===== src/rtl/xlat_pkg.sv =====
package xlat_pkg;

  typedef struct packed {
    logic wr;
    logic usr;
  } perm_t;

  function automatic logic perm_violation(perm_t p, logic is_write, logic is_user);
    return (is_write && !p.wr) || (is_user && !p.usr);
  endfunction

endpackage


===== src/rtl/xlat_tag_match.sv =====
module xlat_tag_match #(
  parameter int WAYS    = 2,
  parameter int TAG_W   = 19,
  parameter int PID_W   = 8,
  parameter bit USE_PID = 1'b1
) (
  input  logic [WAYS-1:0]             row_v,
  input  logic [WAYS-1:0][TAG_W-1:0]  row_tag,
  input  logic [WAYS-1:0][PID_W-1:0]  row_pid,
  input  logic [TAG_W-1:0]            q_tag,
  input  logic [PID_W-1:0]            q_pid,
  output logic [WAYS-1:0]             hit_vec
);

  for (genvar w = 0; w < WAYS; w++) begin : g_way
    logic pid_ok;
    if (USE_PID) begin : g_pid
      assign pid_ok = (row_pid[w] == q_pid);
    end else begin : g_nopid
      assign pid_ok = 1'b1;
    end
    assign hit_vec[w] = row_v[w] && (row_tag[w] == q_tag) && pid_ok;
  end

endmodule


===== src/rtl/xlat_lru.sv =====
module xlat_lru #(
  parameter int WAYS = 2
) (
  input  logic                      clk,
  input  logic                      rst,
  input  logic                      touch,
  input  logic [$clog2(WAYS)-1:0]   touch_way,
  input  logic [WAYS-1:0]           row_v,
  output logic [$clog2(WAYS)-1:0]   victim
);

  localparam int AGE_W = $clog2(WAYS);

  logic [WAYS-1:0][AGE_W-1:0] age;
  logic [WAYS-1:0]            oldest;

  always_ff @(posedge clk) begin
    if (rst) begin
      for (int i = 0; i < WAYS; i++) age[i] <= AGE_W'(i);
    end else if (touch) begin
      for (int i = 0; i < WAYS; i++) begin
        if (AGE_W'(i) == touch_way)    age[i] <= '0;
        else if (age[i] < age[touch_way]) age[i] <= age[i] + 1'b1;
      end
    end
  end

  always_comb begin
    for (int i = 0; i < WAYS; i++) oldest[i] = (age[i] == AGE_W'(WAYS - 1));
  end

  always_comb begin
    victim = '0;
    for (int i = WAYS - 1; i >= 0; i--) begin
      if (oldest[i]) victim = AGE_W'(i);
    end
    for (int i = WAYS - 1; i >= 0; i--) begin
      if (!row_v[i]) victim = AGE_W'(i);
    end
  end

  // recency order stays a permutation, exactly one oldest way
  a_r5_one_oldest: assert property (@(posedge clk) disable iff (rst)
    $countones(oldest) == 1);

endmodule


===== src/rtl/xlat_cache.sv =====
module xlat_cache #(
  parameter int VA_W    = 32,
  parameter int PA_W    = 32,
  parameter int OFF_W   = 12,
  parameter int SETS    = 2,
  parameter int WAYS    = 2,
  parameter int PID_W   = 8,
  parameter bit USE_PID = 1'b1
) (
  input  logic                  clk,
  input  logic                  rst,
  input  logic                  lk_valid,
  input  logic [VA_W-1:0]       lk_va,
  input  logic [PID_W-1:0]      lk_pid,
  input  logic                  lk_write,
  input  logic                  lk_user,
  output logic                  lk_hit,
  output logic                  lk_miss,
  output logic                  lk_fault,
  output logic [PA_W-1:0]       lk_pa,
  input  logic                  fill_valid,
  output logic                  fill_ready,
  input  logic [VA_W-OFF_W-1:0] fill_vpn,
  input  logic [PID_W-1:0]      fill_pid,
  input  logic [PA_W-OFF_W-1:0] fill_ppn,
  input  logic                  fill_wr,
  input  logic                  fill_usr,
  input  logic                  inval_valid,
  input  logic [VA_W-OFF_W-1:0] inval_vpn,
  input  logic                  flush_all
);
  import xlat_pkg::*;

  localparam int VPN_W = VA_W - OFF_W;
  localparam int PPN_W = PA_W - OFF_W;
  localparam int IDX_W = $clog2(SETS);
  localparam int TAG_W = VPN_W - IDX_W;
  localparam int WAY_W = $clog2(WAYS);

  // entry storage
  logic  [SETS-1:0][WAYS-1:0]             ent_v;
  logic  [SETS-1:0][WAYS-1:0][TAG_W-1:0]  ent_tag;
  logic  [SETS-1:0][WAYS-1:0][PID_W-1:0]  ent_pid;
  logic  [SETS-1:0][WAYS-1:0][PPN_W-1:0]  ent_ppn;
  perm_t [SETS-1:0][WAYS-1:0]             ent_perm;
  logic  [SETS-1:0][WAY_W-1:0]            victim;

  // lookup path
  logic [VPN_W-1:0] lk_vpn;
  logic [IDX_W-1:0] lk_idx;
  logic [WAYS-1:0]  m_lk;
  logic [PPN_W-1:0] sel_ppn;
  perm_t            sel_perm;
  logic [WAY_W-1:0] lk_way;
  logic             any_lk, bad_perm;

  assign lk_vpn = lk_va[VA_W-1:OFF_W];
  assign lk_idx = lk_vpn[IDX_W-1:0];

  xlat_tag_match #(.WAYS(WAYS), .TAG_W(TAG_W), .PID_W(PID_W), .USE_PID(USE_PID)) u_match_lk (
    .row_v(ent_v[lk_idx]), .row_tag(ent_tag[lk_idx]), .row_pid(ent_pid[lk_idx]),
    .q_tag(lk_vpn[VPN_W-1:IDX_W]), .q_pid(lk_pid), .hit_vec(m_lk));

  always_comb begin
    sel_ppn  = '0;
    sel_perm = '0;
    lk_way   = '0;
    for (int w = 0; w < WAYS; w++) begin
      if (m_lk[w]) begin
        sel_ppn  = sel_ppn | ent_ppn[lk_idx][w];
        sel_perm = sel_perm | ent_perm[lk_idx][w];
        lk_way   = lk_way | WAY_W'(w);
      end
    end
  end

  assign any_lk   = |m_lk;
  assign bad_perm = perm_violation(sel_perm, lk_write, lk_user);
  assign lk_hit   = lk_valid && any_lk && !bad_perm;
  assign lk_fault = lk_valid && any_lk && bad_perm;
  assign lk_miss  = lk_valid && !any_lk;
  assign lk_pa    = lk_hit ? {sel_ppn, lk_va[OFF_W-1:0]} : '0;

  // refill path
  logic [IDX_W-1:0] fl_idx;
  logic [WAYS-1:0]  m_fl;
  logic [WAY_W-1:0] fl_way, fl_same_way;
  logic             fill_go;

  assign fill_ready = !flush_all;
  assign fl_idx     = fill_vpn[IDX_W-1:0];
  assign fill_go    = fill_valid && fill_ready && !(inval_valid && inval_vpn == fill_vpn);

  xlat_tag_match #(.WAYS(WAYS), .TAG_W(TAG_W), .PID_W(PID_W), .USE_PID(USE_PID)) u_match_fl (
    .row_v(ent_v[fl_idx]), .row_tag(ent_tag[fl_idx]), .row_pid(ent_pid[fl_idx]),
    .q_tag(fill_vpn[VPN_W-1:IDX_W]), .q_pid(fill_pid), .hit_vec(m_fl));

  always_comb begin
    fl_same_way = '0;
    for (int w = 0; w < WAYS; w++) if (m_fl[w]) fl_same_way = WAY_W'(w);
    fl_way = (|m_fl) ? fl_same_way : victim[fl_idx];
  end

  // page invalidate path: process identifier ignored
  logic [IDX_W-1:0] iv_idx;
  logic [WAYS-1:0]  m_iv;
  assign iv_idx = inval_vpn[IDX_W-1:0];

  xlat_tag_match #(.WAYS(WAYS), .TAG_W(TAG_W), .PID_W(PID_W), .USE_PID(1'b0)) u_match_iv (
    .row_v(ent_v[iv_idx]), .row_tag(ent_tag[iv_idx]), .row_pid(ent_pid[iv_idx]),
    .q_tag(inval_vpn[VPN_W-1:IDX_W]), .q_pid(lk_pid), .hit_vec(m_iv));

  // recency tracking, refill takes precedence over a lookup in the same set
  for (genvar s = 0; s < SETS; s++) begin : g_set
    logic             t_en;
    logic [WAY_W-1:0] t_way;
    assign t_en  = (fill_go && fl_idx == IDX_W'(s)) || (lk_hit && lk_idx == IDX_W'(s));
    assign t_way = (fill_go && fl_idx == IDX_W'(s)) ? fl_way : lk_way;
    xlat_lru #(.WAYS(WAYS)) u_lru (
      .clk(clk), .rst(rst), .touch(t_en), .touch_way(t_way),
      .row_v(ent_v[s]), .victim(victim[s]));
  end

  always_ff @(posedge clk) begin
    if (rst || flush_all) begin
      ent_v <= '0;
    end else begin
      if (inval_valid) ent_v[iv_idx] <= ent_v[iv_idx] & ~m_iv;
      if (fill_go)     ent_v[fl_idx][fl_way] <= 1'b1;
    end
  end

  always_ff @(posedge clk) begin
    if (fill_go) begin
      ent_tag[fl_idx][fl_way]  <= fill_vpn[VPN_W-1:IDX_W];
      ent_pid[fl_idx][fl_way]  <= fill_pid;
      ent_ppn[fl_idx][fl_way]  <= fill_ppn;
      ent_perm[fl_idx][fl_way] <= '{wr: fill_wr, usr: fill_usr};
    end
  end

  // no page is held twice under one process
  a_r3_single_match: assert property (@(posedge clk) disable iff (rst)
    $onehot0(m_lk));
  // the offset passes through unchanged
  a_r2_offset_kept: assert property (@(posedge clk) disable iff (rst)
    lk_hit |-> lk_pa[OFF_W-1:0] == lk_va[OFF_W-1:0]);
  // nothing matches in the cycle after a flush
  a_r6_flush_empties: assert property (@(posedge clk) disable iff (rst)
    flush_all |=> !lk_hit && !lk_fault);
  // an invalidated page does not match in the next cycle
  a_r7_inval_removes: assert property (@(posedge clk) disable iff (rst)
    ($past(inval_valid) && lk_valid && lk_vpn == $past(inval_vpn)) |-> !lk_hit && !lk_fault);
  // an accepted refill matches in the next cycle
  a_r4_fill_visible: assert property (@(posedge clk) disable iff (rst)
    ($past(fill_valid && fill_ready && !(inval_valid && inval_vpn == fill_vpn))
     && lk_valid && lk_vpn == $past(fill_vpn)
     && (!USE_PID || lk_pid == $past(fill_pid))) |-> (lk_hit || lk_fault));

endmodule


===== config.mk =====
export PLATFORM = sky130hd
export DESIGN_NAME = xlat_cache
export DESIGN_NICKNAME = d
export VERILOG_FILES = /design/src/rtl/xlat_pkg.sv /design/src/rtl/xlat_tag_match.sv /design/src/rtl/xlat_lru.sv /design/src/rtl/xlat_cache.sv
export SDC_FILE = /design/constraint.sdc
export NUM_CORES = 1
export LEC_CHECK = 0
export BUFFER_PORTS_ARGS = -buffer_cell sky130_fd_sc_hd__buf_2
export CELL_PAD_IN_SITES_DETAIL_PLACEMENT = 0
export CELL_PAD_IN_SITES_GLOBAL_PLACEMENT = 1
export CORE_UTILIZATION = 45
export CTS_BUF_LIST = sky130_fd_sc_hd__clkbuf_4
export DETAILED_ROUTE_END_ITERATION = 12
export PLACE_DENSITY_LB_ADDON = 0.2
export SKIP_LAST_GASP = 1
export SYNTH_ARGS = -nofsm -noshare
export SYNTH_HDL_FRONTEND = slang
export SYNTH_HIERARCHICAL = 1
export SYNTH_SLANG_ARGS = --single-unit

===== constraint.sdc =====
create_clock -name clk -period 9.5 [get_ports clk]
set_input_delay 1.425 -clock clk [delete_from_list [all_inputs] [get_ports clk]]
set_output_delay 1.425 -clock clk [all_outputs]
set_load 0.005 [all_outputs]

==> flow_metrics.tcl, run 1 <==
set metrics [dict create \
    skew_ns 0.0782 \
    nFillCells 2101 \
    netlist_area_mm2 0.0109 \
    multi_input_area_mm2 0.00474 \
    grt_max_degree 46 \
    postRouteWirelength_um 28100 \
    initial_core_util 0.462 \
    whs_path_depth 2 \
    cts_setup_buffers 0 \
    cts-root-buf "clkbuf_4" \
    track_usage 0.231 \
    cts_tree "yes" \
    wl_per_cell_um 21.1 \
    worstHoldStart "g_set[0].u_lru/age[0]" \
    num_rows 56 \
    fp.dieH_um 158 \
    synthesis.nets 907 \
    switchingPower_uw 479 \
    outcome "finished, final reports clean" \
    cap_violations 0 \
    top_usage_layer "met2" \
    drt_iter0_markers 379 \
    clk_pin_slew_ns 0.06 \
    p_clk_frac 0.378 \
    hold_end "g_set[0].u_lru/age[0]" \
    dr.pass1.iters 5 \
    seq_power_share 0.509 \
    antenna_found_initial 4 \
    start_kind "primary input" \
    drc 0 \
    ys_warn_count 6 \
    cts.sinks 204 \
    worstPathArrival_ns 5.66 \
    antenna_left 0 \
    routabilityCongestion 0.836 \
    grt_pass1_vias 7125 \
    drv_slew 0 \
    end_kind "primary output" \
    grt_pass1_wl_um 41500 \
    nNetsFinal 1099 \
    post_drt_via_cell_ratio 5.18 \
    dieArea_mm2 0.0249 \
    power_density_mw_per_mm2 156 \
    cts_buffers 56 \
    die_w_um 158 \
    combinationalPowerShare 0.113 \
    netlist_instances 789 \
    core_area_mm2 0.0236 \
    finalCritPeriodShare 0.745 \
    grt-ovfl-total 0 \
    grtUsageMet1 0.288 \
    final_hold_viol_count 0 \
    fin_tns_setup_ns 0 \
    switching_share 0.241 \
    max_slew_margin 0.316 \
    area_delta_synth_final_pct 16.8 \
    r2r_cells 13 \
    use_met2 0.383 \
    min_period_ns 7.08 \
    vias 6919 \
    path_class "primary input to primary output" \
    finish.utilization 0.540 \
    cts_max_path_buffers 3 \
    hpwl_um 19600 \
    p_leak_nw 4.50 \
    vdd_drop_max_mv 0.0987 \
    syn_avg_cell_area_um2 13.8 \
    pin_count 154 \
    timing.final.ws_setup_ns 2.42 \
    htree_levels 2 \
    max_freq_mhz 141 \
    crit_required_ns 8.08 \
    dp_slack_ns 2.40 \
    finalSetupViolCount 0 \
    finalInstanceArea_mm2 0.0128 \
    worst_pin_slew_ns 1.03 \
    rsz0062_at_grt "false" \
    cts_hold_buf 0 \
    ff_latch_area_mm2 0.00605 \
    r2r_end "g_set[1].u_lru/age[0]" \
    cts-resized-gates 0 \
    hold_class "register to register" \
    p_int_mw 1.51 \
    crit_fanout 42 \
    dpl_cell_area_mm2 0.0121 \
    clock_latency_ns 0.70 \
    r2r-start "ent_tag[44]" \
    rrSetupSlack_ns 5.17 \
    io_buffers 153 \
    met3_usage 0.0528 \
    drive_above_1_share 0.438 \
]
## cell type report
class | instances | share of cell area
inverters | 5 | 0.00147
diodes | 3 | 0.000589
clock buffers | 85 | 0.0500
flip-flops and latches | 204 | 0.474
clock inverters | 6 | 0.00245
repair buffers | 167 | 0.0685
well taps | 319 | 0.0313
multi-input cells | 547 | 0.372
## metal layers
metal / up-vias / wire length, um
li1: 3364 / -
met1: 3299 / 12100
met2: 202 / 13500
met3: 52 / 1660
met4: 2 / 859
met5: - / 11
## cell usage in the layout (no fill, tap or decap), types with 4 or more instances in the layout
cell type,instances
edfxtp_1,196
mux2_2,174
buf_2,152
xnor2_1,135
clkbuf_4,85
nor2_1,46
nand4_1,35
xor2_1,31
mux2i_1,25
a21oi_1,24
buf_4,15
and2_1,13
nand3_1,8
nor4_1,8
dfxtp_1,8
nor3_2,7
inv_1,4
o31ai_1,4
or4_1,4
## state kept, by name, summed over array words and instances, names as in the netlist
signal           cells
g_set.u_lru/age      4
ent_ppn             80
ent_tag             76
ent_pid             32
ent_perm             8
ent_v                4
## metrics by stage
| stage | hold WS, ns | cells | power (mW) |
|---|---|---|---|
| 2_1_floorplan | 0.471 | 789 | 1.16 |
| 3_3_place_gp | 0.513 | 1242 | 1.25 |
| 3_5_place_dp | 0.514 | 1242 | 1.25 |
| 4_1_cts | 0.528 | 1333 | 2.01 |
| 5_1_grt | 0.566 | 1334 | 2.06 |
| 6_report | 0.523 | 1336 | 1.98 |
## how the worst max path moves through the flow
| stage | endpoint | slack (ns) | from |
|---|---|---|---|
| final | lk_pa[10] | 2.42 | lk_va[12] |
| after CTS | lk_pa[10] | 2.39 | lk_va[12] |
| after detailed placement | lk_pa[10] | 2.40 | lk_va[12] |
| after global placement | lk_pa[8] | 2.43 | lk_va[12] |
| after floorplan | ent_perm[0] | 1.60 | fill_vpn[0] |
| after global routing | lk_pa[6] | 2.17 | lk_va[12] |
## critical path, stage by stage
cell	delay, ns
buf_4	0.48
mux2_2	0.42
xnor2_1	0.19
nand4_1	0.25
or4_1	0.60
nor4_2	0.25
inv_1	0.43
o21a_1	0.32
a22o_1	0.24
or3_4	0.53
inv_2	0.21
and2_1	0.15
buf_2	0.11
## power groups by stage
stage	clock, mW	combinational, mW	sequential (mW)
final	0.750	0.224	1.01
after global routing	0.813	0.239	1.01
after CTS	0.773	0.225	1.01
after detailed placement	0	0.224	1.03
after global placement	0	0.224	1.03
after floorplan	0	0.131	1.03
Power figures use the tool's default switching activity.
==> inputs of run 2 (changes only) <==
CORE_UTILIZATION = 44   (was 45)
clock period = 5.8 ns   (was 9.5 ns; I/O delays follow)
==> run 2 against run 1 <==
  * Worst hold slack got worse by 0.13 ns
  * Wire length increased by 2.3%
  * Combinational power increased by 67%
  * Critical path depth increased by 1
  * Cell count increased by 0.52%
  * Count of clock-buffer cells in the layout decreased by 9
  * Sequential power increased by 64%
  * First-iteration DRC count decreased by 0.79%
  * Design area increased by 0.57%
  * Die area increased by 2.2%
  * Total power increased by 61%
  * Critical endpoint unchanged
  * Highest routed layer is now met4
==> flow_metrics.tcl, run 2 (synthesis gave the netlist of run 1 again) <==
set metrics [dict create \
    initial_core_util 0.449 \
    vias 7063 \
    num_rows 57 \
    track_usage 0.228 \
    p_int_mw 2.41 \
    rsz0062_at_grt "false" \
    fp.dieH_um 160 \
    die_w_um 160 \
    wl_per_cell_um 21.4 \
    cts-root-buf "clkbuf_4" \
    skew_ns 0.0534 \
    cts_tree "yes" \
    cap_violations 0 \
    grt_pass1_vias 7278 \
    cts_setup_buffers 0 \
    cts.sinks 204 \
    outcome "finished, final reports clean" \
    worstPathArrival_ns 4.69 \
    layout_commonest_cell "edfxtp_1" \
    drive_above_1_share 0.436 \
    cts_max_path_buffers 3 \
    max_freq_mhz 180 \
    post_drt_via_cell_ratio 5.26 \
    hpwl_um 19800 \
    cts_hold_buf 0 \
    pin_count 154 \
    grt-ovfl-total 0 \
    r2r_cells 13 \
    start_kind "primary input" \
    postRouteWirelength_um 28800 \
    min_period_ns 5.56 \
    nNetsFinal 1105 \
    crit_fanout 28 \
    largest_reg_flops 80 \
    switching_share 0.245 \
    worst_pin_slew_ns 0.894 \
    drt_iter0_markers 376 \
    power_density_mw_per_mm2 249 \
    area_delta_synth_final_pct 17.5 \
    drc 0 \
    end_kind "primary output" \
    fin_tns_setup_ns 0 \
    vdd_drop_max_mv 0.154 \
    grt_max_degree 50 \
    crit_required_ns 4.93 \
    htree_levels 2 \
    whs_path_depth 1 \
    cts-resized-gates 0 \
    combinationalPowerShare 0.117 \
    seq_power_share 0.519 \
    largest_register "ent_ppn" \
    ff_latch_area_mm2 0.00605 \
    cts_buffers 55 \
    routabilityCongestion 0.850 \
    grt_pass1_wl_um 43500 \
    hold_class "primary input to register" \
    core_area_mm2 0.0243 \
    finalSetupViolCount 0 \
    final_hold_viol_count 0 \
    final_cell_mix "edfxtp_1 (196), mux2_2 (174), buf_2 (152)" \
    finalCritPeriodShare 0.959 \
    clock_latency_ns 0.69 \
    dieArea_mm2 0.0255 \
    p_leak_nw 4.51 \
    switchingPower_uw 782 \
    reg.largest.list "ent_ppn (80), ent_tag (76), ent_pid (32)" \
    io_buffers 153 \
    nFillCells 2163 \
    dr.pass1.iters 4 \
    antenna_found_initial 2 \
    path_class "primary input to primary output" \
    p_clk_frac 0.364 \
    drv_slew 0 \
    max_slew_margin 0.404 \
    clk_pin_slew_ns 0.07 \
    multi_input_area_mm2 0.00475 \
    antenna_left 0 \
    finalPower_mw 3.19 \
]
[run 2: per-layer routing]
layer	part of all wire	vias up	wire length, um	track usage
li1	-	3371	-	-
met1	0.44	3427	12600	0.288
met2	0.49	228	14100	0.391
met3	0.053	37	1510	0.0443
met4	0.020	0	589	0.0739
met5	0	-	0	0
[run 2: power groups by stage]
stage          Combinational (mW)  Clock, mW  Sequential [mW]
6_report                    0.375       1.16             1.66
5_1_grt                     0.400       1.27             1.66
4_1_cts                     0.376       1.20             1.66
3_5_place_dp                0.374          0             1.69
3_3_place_gp                0.375          0             1.69
2_1_floorplan               0.216          0             1.68
[run 2: worst max-delay path: stages]
cell,delay (ns)
buf_4,0.37
buf_4,0.22
mux2_2,0.34
xnor2_1,0.16
nand4_1,0.12
or4_1,0.62
nor4_2,0.33
inv_1,0.14
o21a_1,0.23
a22o_1,0.24
or3_4,0.53
inv_2,0.21
and2_1,0.15
buf_2,0.11
[run 2: path summary, 6_finish.rpt]
path	startpoint	end	slack, ns
worst max-delay path	lk_va[12]	lk_pa[10]	0.24
worst min register to register	g_set[0].u_lru/age[0]	g_set[0].u_lru/age[0]	0.53
worst max register to register	ent_tag[42]	g_set[1].u_lru/age[0]	1.92
worst min-delay path	fill_ppn[11]	ent_ppn[31]	0.40
[run 2: through the flow]
step / worst slack [ns] / cells / area (um^2) / utilization / hold slack [ns]
detailed placement: 0.284 / 1254 / 12200 / 0.502 / 0.520
finish: 0.240 / 1343 / 12800 / 0.527 / 0.397
floorplan: -1.20 / 789 / 10900 / - / 0.471
global route: 0.0580 / 1342 / 12800 / 0.527 / 0.346
global placement: 0.373 / 1254 / 12200 / 0.502 / 0.507
CTS: 0.280 / 1341 / 12800 / 0.527 / 0.329
[run 2: cell type report]
class | instances | area share
multi-input cells | 547 | 0.371
diodes | 2 | 0.000390
flip-flops and latches | 204 | 0.471
repair buffers | 174 | 0.0761
well taps | 324 | 0.0316
clock buffers | 76 | 0.0445
clock inverters | 11 | 0.00410
inverters | 5 | 0.00146
